[src/rtl/hitser_pkg.sv]
package hitser_pkg;
  localparam int unsigned DEF_N_PIX   = 64;
  localparam int unsigned DEF_N_LINKS = 2;
endpackage

[src/rtl/hitser_phase.sv]
module hitser_phase #(
  parameter int unsigned FRAME_W = 8
) (
  input  logic clk_i,
  input  logic rst_ni,
  output logic tick_o
);
  localparam int unsigned CNT_W = (FRAME_W > 1) ? $clog2(FRAME_W) : 1;

  logic [CNT_W-1:0] cnt_q;

  assign tick_o = (cnt_q == CNT_W'(FRAME_W - 1));

  always_ff @(posedge clk_i or negedge rst_ni) begin
    if (!rst_ni)     cnt_q <= '0;
    else if (tick_o) cnt_q <= '0;
    else             cnt_q <= cnt_q + 1'b1;
  end

  // boundary strobe is never back to back
  assert_tick_single_R7: assert property (@(posedge clk_i) disable iff (!rst_ni)
    tick_o |=> !tick_o);
endmodule

[src/rtl/hitser_edge_sync.sv]
module hitser_edge_sync #(
  parameter int unsigned N_PIX = 64
) (
  input  logic             clk_i,
  input  logic             rst_ni,
  input  logic             tick_i,
  input  logic [N_PIX-1:0] lvl_i,
  output logic [N_PIX-1:0] edge_o
);
  logic [N_PIX-1:0] meta_q, sync_q, samp_q, prev_q;

  always_ff @(posedge clk_i or negedge rst_ni) begin
    if (!rst_ni) begin
      meta_q <= '0;
      sync_q <= '0;
    end else begin
      meta_q <= lvl_i;
      sync_q <= meta_q;
    end
  end

  always_ff @(posedge clk_i or negedge rst_ni) begin
    if (!rst_ni) begin
      samp_q <= '0;
      prev_q <= '0;
    end else if (tick_i) begin
      samp_q <= sync_q;
      prev_q <= samp_q;
    end
  end

  assign edge_o = samp_q & ~prev_q;

  // hit vector only moves on a frame boundary
  assert_edge_hold_R1: assert property (@(posedge clk_i) disable iff (!rst_ni)
    !tick_i |=> $stable(edge_o));
endmodule

[src/rtl/hitser_par_stage.sv]
module hitser_par_stage (
  input  logic par_i,
  input  logic bit_i,
  output logic par_o
);
  assign par_o = par_i ^ bit_i;
endmodule

[src/rtl/hitser_encoder.sv]
module hitser_encoder #(
  parameter int unsigned N_PIX   = 64,
  parameter int unsigned N_LINKS = 2,
  parameter int unsigned ADDR_W  = $clog2(N_PIX),
  parameter int unsigned FRAME_W = ADDR_W + 2
) (
  input  logic                             clk_i,
  input  logic                             rst_ni,
  input  logic [N_PIX-1:0]                 hits_i,
  output logic [N_LINKS-1:0][FRAME_W-1:0]  frame_o
);
  logic [ADDR_W-1:0] addr_sel [N_LINKS];
  logic [N_LINKS-1:0] hit_sel;
  logic [N_PIX-1:0]   rem;
  logic               found;

  // lowest remaining index per link, consumed in link order
  always_comb begin
    rem     = hits_i;
    hit_sel = '0;
    for (int l = 0; l < N_LINKS; l++) begin
      found       = 1'b0;
      addr_sel[l] = '0;
      for (int i = 0; i < N_PIX; i++) begin
        if (rem[i] && !found) begin
          found       = 1'b1;
          addr_sel[l] = ADDR_W'(i);
        end
      end
      hit_sel[l] = found;
      if (found) rem[addr_sel[l]] = 1'b0;
    end
  end

  for (genvar l = 0; l < N_LINKS; l++) begin : g_link
    logic [ADDR_W:0] chain;
    assign chain[0] = hit_sel[l];
    for (genvar k = 0; k < ADDR_W; k++) begin : g_stage
      hitser_par_stage i_stage (
        .par_i (chain[k]),
        .bit_i (addr_sel[l][k]),
        .par_o (chain[k+1])
      );
    end
    assign frame_o[l] = {addr_sel[l], hit_sel[l], chain[ADDR_W]};

    assert_parity_even_R3: assert property (@(posedge clk_i) disable iff (!rst_ni)
      ($countones(frame_o[l]) % 2) == 0);
    assert_idle_zero_R6: assert property (@(posedge clk_i) disable iff (!rst_ni)
      !frame_o[l][1] |-> frame_o[l] == '0);
    if (l > 0) begin : g_order
      assert_link_order_R4: assert property (@(posedge clk_i) disable iff (!rst_ni)
        frame_o[l][1] |-> (frame_o[l-1][1] &&
                           frame_o[l][FRAME_W-1:2] > frame_o[l-1][FRAME_W-1:2]));
    end
  end
endmodule

[src/rtl/hitser_shift.sv]
module hitser_shift #(
  parameter int unsigned N_LINKS = 2,
  parameter int unsigned FRAME_W = 8
) (
  input  logic                            clk_i,
  input  logic                            rst_ni,
  input  logic                            load_i,
  input  logic [N_LINKS-1:0][FRAME_W-1:0] frame_i,
  output logic [N_LINKS-1:0]              link_o
);
  for (genvar l = 0; l < N_LINKS; l++) begin : g_sr
    logic [FRAME_W-1:0] sr_q;

    always_ff @(posedge clk_i or negedge rst_ni) begin
      if (!rst_ni)     sr_q <= '0;
      else if (load_i) sr_q <= frame_i[l];
      else             sr_q <= {sr_q[FRAME_W-2:0], 1'b0};
    end

    assign link_o[l] = sr_q[FRAME_W-1];

    assert_load_msb_R2: assert property (@(posedge clk_i) disable iff (!rst_ni)
      load_i |=> link_o[l] == $past(frame_i[l][FRAME_W-1]));
  end
endmodule

[src/rtl/hit_link_serializer.sv]
module hit_link_serializer
  import hitser_pkg::*;
#(
  parameter int unsigned N_PIX   = DEF_N_PIX,
  parameter int unsigned N_LINKS = DEF_N_LINKS
) (
  input  logic               clk_i,
  input  logic               rst_ni,
  input  logic [N_PIX-1:0]   hit_i,
  output logic [N_LINKS-1:0] link_o
);
  localparam int unsigned ADDR_W  = $clog2(N_PIX);
  localparam int unsigned FRAME_W = ADDR_W + 2;

  logic                            tick;
  logic [N_PIX-1:0]                edges;
  logic [N_LINKS-1:0][FRAME_W-1:0] frames;

  hitser_phase #(.FRAME_W(FRAME_W)) i_phase (
    .clk_i  (clk_i),
    .rst_ni (rst_ni),
    .tick_o (tick)
  );

  hitser_edge_sync #(.N_PIX(N_PIX)) i_sync (
    .clk_i  (clk_i),
    .rst_ni (rst_ni),
    .tick_i (tick),
    .lvl_i  (hit_i),
    .edge_o (edges)
  );

  hitser_encoder #(
    .N_PIX   (N_PIX),
    .N_LINKS (N_LINKS),
    .ADDR_W  (ADDR_W),
    .FRAME_W (FRAME_W)
  ) i_enc (
    .clk_i   (clk_i),
    .rst_ni  (rst_ni),
    .hits_i  (edges),
    .frame_o (frames)
  );

  hitser_shift #(.N_LINKS(N_LINKS), .FRAME_W(FRAME_W)) i_shift (
    .clk_i   (clk_i),
    .rst_ni  (rst_ni),
    .load_i  (tick),
    .frame_i (frames),
    .link_o  (link_o)
  );

  assert_reset_quiet_R8: assert property (@(posedge clk_i)
    !rst_ni |-> link_o == '0);
endmodule

[config.mk]
export PLATFORM = sky130hd
export DESIGN_NAME = hit_link_serializer
export DESIGN_NICKNAME = d
export VERILOG_FILES = /design/src/rtl/hitser_pkg.sv /design/src/rtl/hitser_phase.sv /design/src/rtl/hitser_edge_sync.sv /design/src/rtl/hitser_par_stage.sv /design/src/rtl/hitser_encoder.sv /design/src/rtl/hitser_shift.sv /design/src/rtl/hit_link_serializer.sv
export SDC_FILE = /design/constraint.sdc
export NUM_CORES = 1
export LEC_CHECK = 0
export BUFFER_PORTS_ARGS = -buffer_cell sky130_fd_sc_hd__buf_2
export CAP_MARGIN = 10
export CORE_ASPECT_RATIO = 1.1
export CORE_MARGIN = 4
export CORE_UTILIZATION = 61
export CTS_CLUSTER_SIZE = 12
export DETAILED_ROUTE_END_ITERATION = 7
export HOLD_SLACK_MARGIN = 0.03
export PLACE_DENSITY = 0.8
export RECOVER_POWER = 100
export SKIP_LAST_GASP = 1
export SLEW_MARGIN = 15
export SYNTH_ARGS = -nofsm -noshare
export SYNTH_HDL_FRONTEND = slang
export SYNTH_HIERARCHICAL = 1
export SYNTH_SLANG_ARGS = --single-unit
[constraint.sdc]
create_clock -name clk_i -period 5.15 [get_ports clk_i]
set_input_delay 0.515 -clock clk_i [delete_from_list [all_inputs] [get_ports clk_i]]
set_output_delay 0.515 -clock clk_i [all_outputs]
set_load 0.01 [all_outputs]
==> results.json <==
{
  "status": "finished, violations left",
  "violated_checks": "capacitance limit, slew limit",
  "dieArea_um2": 23500,
  "rr_worst_depth": 16,
  "p_seq_frac": 0.514,
  "worst_setup_path_start_kind": "flip-flop",
  "cellInternalPower_w": 0.00347,
  "switching_share": 0.234,
  "busiest_layer": "met2",
  "fin_total_pwr_w": 0.00453,
  "layout_setup_ws_ns": 0.252,
  "seq_area_frac_synth": 0.535,
  "grt_overflow": 0,
  "finalNetCount": 1233,
  "data_arrival_at_the_endpoint_of_the_critical_path_ns": 5.31,
  "worst_path_clk_slew_ns": 0.06,
  "rows": 55,
  "synthAdderAreaFrac": 0.0129,
  "clkSinkCount": 275,
  "grt_pass1_wl_um": 45100,
  "final_period_minus_worst_setup_slack_ns": 4.90,
  "total_switching_power_w": 0.00106,
  "largest_net_degree_at_the_start_of_global_routing": 151,
  "synth_top_area_share": 0.535,
  "synth_nets": 1152,
  "number_of_hold_violations_in_the_final_report": 0,
  "cellLeakagePower_nw": 5.83,
  "asyncSetResetFlopFracSynth": 1.00,
  "reg2reg_slack_ns": 0.25,
  "synth-edff-count": 0,
  "layout_cell_share_with_drive_strength_beyond_1": 0.280,
  "synth_compound_area_frac": 0.108,
  "tightestPinTransition_ns": 3.03,
  "post_dp_cell_area_um2": 13500,
  "gr-usage-all-layers": 0.236,
  "synth.area.mux_share": 0.129,
  "clock_network_power_share": 0.373,
  "floorplan.initialDensity": 0.623,
  "final_max_slew_viol_count": 125,
  "io_pins": 68,
  "cap_viol_max_count": 2,
  "ir_worst_vdd_v": 0.000287,
  "fp.dieH_um": 160,
  "synth_area_leaders": "dfrtp_1 (53%), mux2_2 (12%), nor2b_1 (3.5%)",
  "use_met3": 0.0423,
  "drtPass1Iterations": 5,
  "gp_congestion": 0.983,
  "routedWlPerCell_um": 19.3,
  "fin_worst_skew_ns": 0.00758,
  "clock_latency_ns": 0.52,
  "clock_path_buffers": 3,
  "design_area_um2": 14200,
  "flip_flop_and_latch_count_after_synthesis": 275,
  "ctsHtreeMaxLevel": 1,
  "layout-area-overhead-vs-synth_pct": 10.6,
  "synth_area_per_cell_um2": 11.9,
  "pwr_density_cell_nw_per_um2": 319,
  "ant_nets_after_route": 0,
  "cts_root_buf": "clkbuf_16",
  "post_synth_inst_count": 1084,
  "yosys_warnings": 6,
  "maxClockFrequency_ghz": 0.204,
  "worstHoldPathType": "in2reg",
  "area_of_the_mapped_netlist_um2": 12900,
  "numPortBuffers": 67,
  "cts_tree": "done",
  "synth_simple_gate_area_share": 0.161,
  "regToRegStartpoint": "i_sync/samp_q[3]$_DFFE_PN0P_",
  "pre_cts_slack_ns": 0.218,
  "timing.hold.worst_endpoint": "i_sync/meta_q[57]$_DFF_PN0_",
  "hold_depth": 1,
  "route.detailed.vias_per_inst": 6.05,
  "detailedPlacementHpwl_um": 19800,
  "vias_in_the_first_global_route": 8675,
  "layout_commonest_cell": "dfrtp_1",
  "drt_wl_total_um": 27500,
  "comb_power_share": 0.113,
  "yosys.cell_types.count": 86,
  "timing_worst_setup_path_type": "reg2reg",
  "critPathRequiredTime_ns": 5.56,
  "detail_route.iter0.violations": 699,
  "yosys.area_share.xor_xnor": 0.0143,
  "antenna_cells_inserted": 0,
  "layout.filler_cells": 1475,
  "die_width_um": 146,
  "synth_top_area_cell": "dfrtp_1",
  "vias": 8632,
  "dominantRegCellSynth": "dfrtp_1",
  "slew_headroom": -1.02,
  "setup_violations": 0,
  "min-delay-start": "hit_i[57]",
  "critical_path.reg2reg.endpoint": "i_shift/g_sr[1].sr_q[0]$_DFF_PN0_",
  "grt.met1_usage": 0.331,
  "worstPathMaxFanout": 11,
  "grt_antenna_before_repair": 0,
  "commonest_cells_after_routing_fill_and_taps_aside": "dfrtp_1 (275), mux2_2 (134), nor2b_1 (73)",
  "layout_worst_path_cycle_share": 0.951,
  "critPathCaptureType": "flip-flop",
  "synth_top_family_by_area": "simple AND/OR/NAND/NOR gates",
  "detail_route.drc_violations": 0,
  "cts-buffers-inserted": 27,
  "grt_use_met2": 0.382,
  "core_um2": 20600
}
[power groups by stage]
stage / clock network [W] / registers (W) / logic, W
floorplan: 0 / 0.00235 / 0.000354
global placement: 0 / 0.00236 / 0.000500
detailed placement: 0 / 0.00237 / 0.000506
CTS: 0.00174 / 0.00233 / 0.000510
global route: 0.00184 / 0.00234 / 0.000562
finish: 0.00169 / 0.00233 / 0.000512
[through the flow]
stage           util  hold slack, ns  std cells  setup TNS (ns)
2_1_floorplan      -           0.219       1084               0
3_3_place_gp   0.653           0.332       1389               0
3_5_place_dp   0.653           0.335       1389               0
4_1_cts        0.689          0.0782       1425               0
5_1_grt        0.689          0.0727       1427        -0.00224
6_report       0.689          0.0992       1427               0
[worst max-delay path by stage]
stage | from | endpoint | slack (ns)
floorplan | i_sync/samp_q[41]$_DFFE_PN0P_ | i_shift/g_sr[1].sr_q[0]$_DFF_PN0_ | 0.64
global placement | i_sync/samp_q[3]$_DFFE_PN0P_ | i_shift/g_sr[1].sr_q[0]$_DFF_PN0_ | 0.33
detailed placement | i_sync/samp_q[3]$_DFFE_PN0P_ | i_shift/g_sr[1].sr_q[0]$_DFF_PN0_ | 0.22
CTS | i_sync/samp_q[3]$_DFFE_PN0P_ | i_shift/g_sr[1].sr_q[0]$_DFF_PN0_ | 0.21
global route | i_sync/samp_q[3]$_DFFE_PN0P_ | i_shift/g_sr[1].sr_q[0]$_DFF_PN0_ | -0.002
finish | i_sync/samp_q[3]$_DFFE_PN0P_ | i_shift/g_sr[1].sr_q[0]$_DFF_PN0_ | 0.25
[per-layer routing]
metal | share of wire | wire (um) | vias up
li1 | - | - | 4083
met1 | 0.44 | 12100 | 4208
met2 | 0.47 | 13000 | 279
met3 | 0.063 | 1730 | 62
met4 | 0.027 | 754 | 0
met5 | 0 | 0 | -
[sequential cells by signal, summed over array words and instances, names as in the netlist]
register and flops:
i_sync/sync_q 64, i_shift/g_sr.sr_q 16, i_sync/meta_q 64, i_phase/cnt_q 3, i_sync/samp_q 64, i_sync/prev_q 64
[logic make-up (layout without fill, tap and decap cells)]
family          Yosys count  after routing
simple gates            351            351
flops                   275            275
compound gates          194            194
mux                     145            145
buf+inv                  82            169
xor+xnor                 21             21
fa+ha+maj                16             16
[timing repair]
item | 4_1_cts | 5_1_grt
buffers inserted | 0 | 2
hold buffers | 1 | 0
resized for setup | 0 | 5
endpoints found under the hold margin | 57 | 0
setup endpoints to repair | 0 | 1
[critical path, stage by stage (launching register included)]
cell and delay, ns:
dfrtp_1 0.38, nor2b_1 0.25, nor4_4 0.49, and4_2 0.44
nand3_1 0.32, o32ai_1 0.45, o221ai_1 0.27, nor2_1 0.27
nand3_2 0.13, or4_1 0.59, xor2_1 0.21, xor2_1 0.19
xor2_1 0.18, xor2_1 0.18, xor2_1 0.19, xor2_1 0.08
and2_2 0.19
[cell usage after synthesis (9+ instances only)]
| cell | number |
|---|---|
| xor2_1 | 14 |
| dfrtp_1 | 275 |
| a31oi_1 | 11 |
| a21oi_1 | 38 |
| o21ai_0 | 35 |
| clkbuf_1 | 28 |
| nand3_1 | 22 |
| nor4_1 | 17 |
| mux2_2 | 135 |
| nor2b_1 | 73 |
| nor2_1 | 70 |
| inv_1 | 19 |
| nand2b_1 | 10 |
| buf_2 | 12 |
| or3_1 | 9 |
| nand2_1 | 41 |
| nand4_1 | 10 |
| nor3_1 | 28 |
| maj3_1 | 13 |
[final cells by class]
type / count / area (um2) / area share
sequential: 275 / 6880 / 0.484
multi-input combinational: 727 / 5500 / 0.386
clock buffer: 34 / 732 / 0.0515
timing repair buffer: 115 / 717 / 0.0504
tap: 256 / 320 / 0.0225
inverter: 19 / 71.3 / 0.00501
clock inverter: 1 / 5.00 / 0.000352
Note: power is estimated with default switching activity, not from simulation.
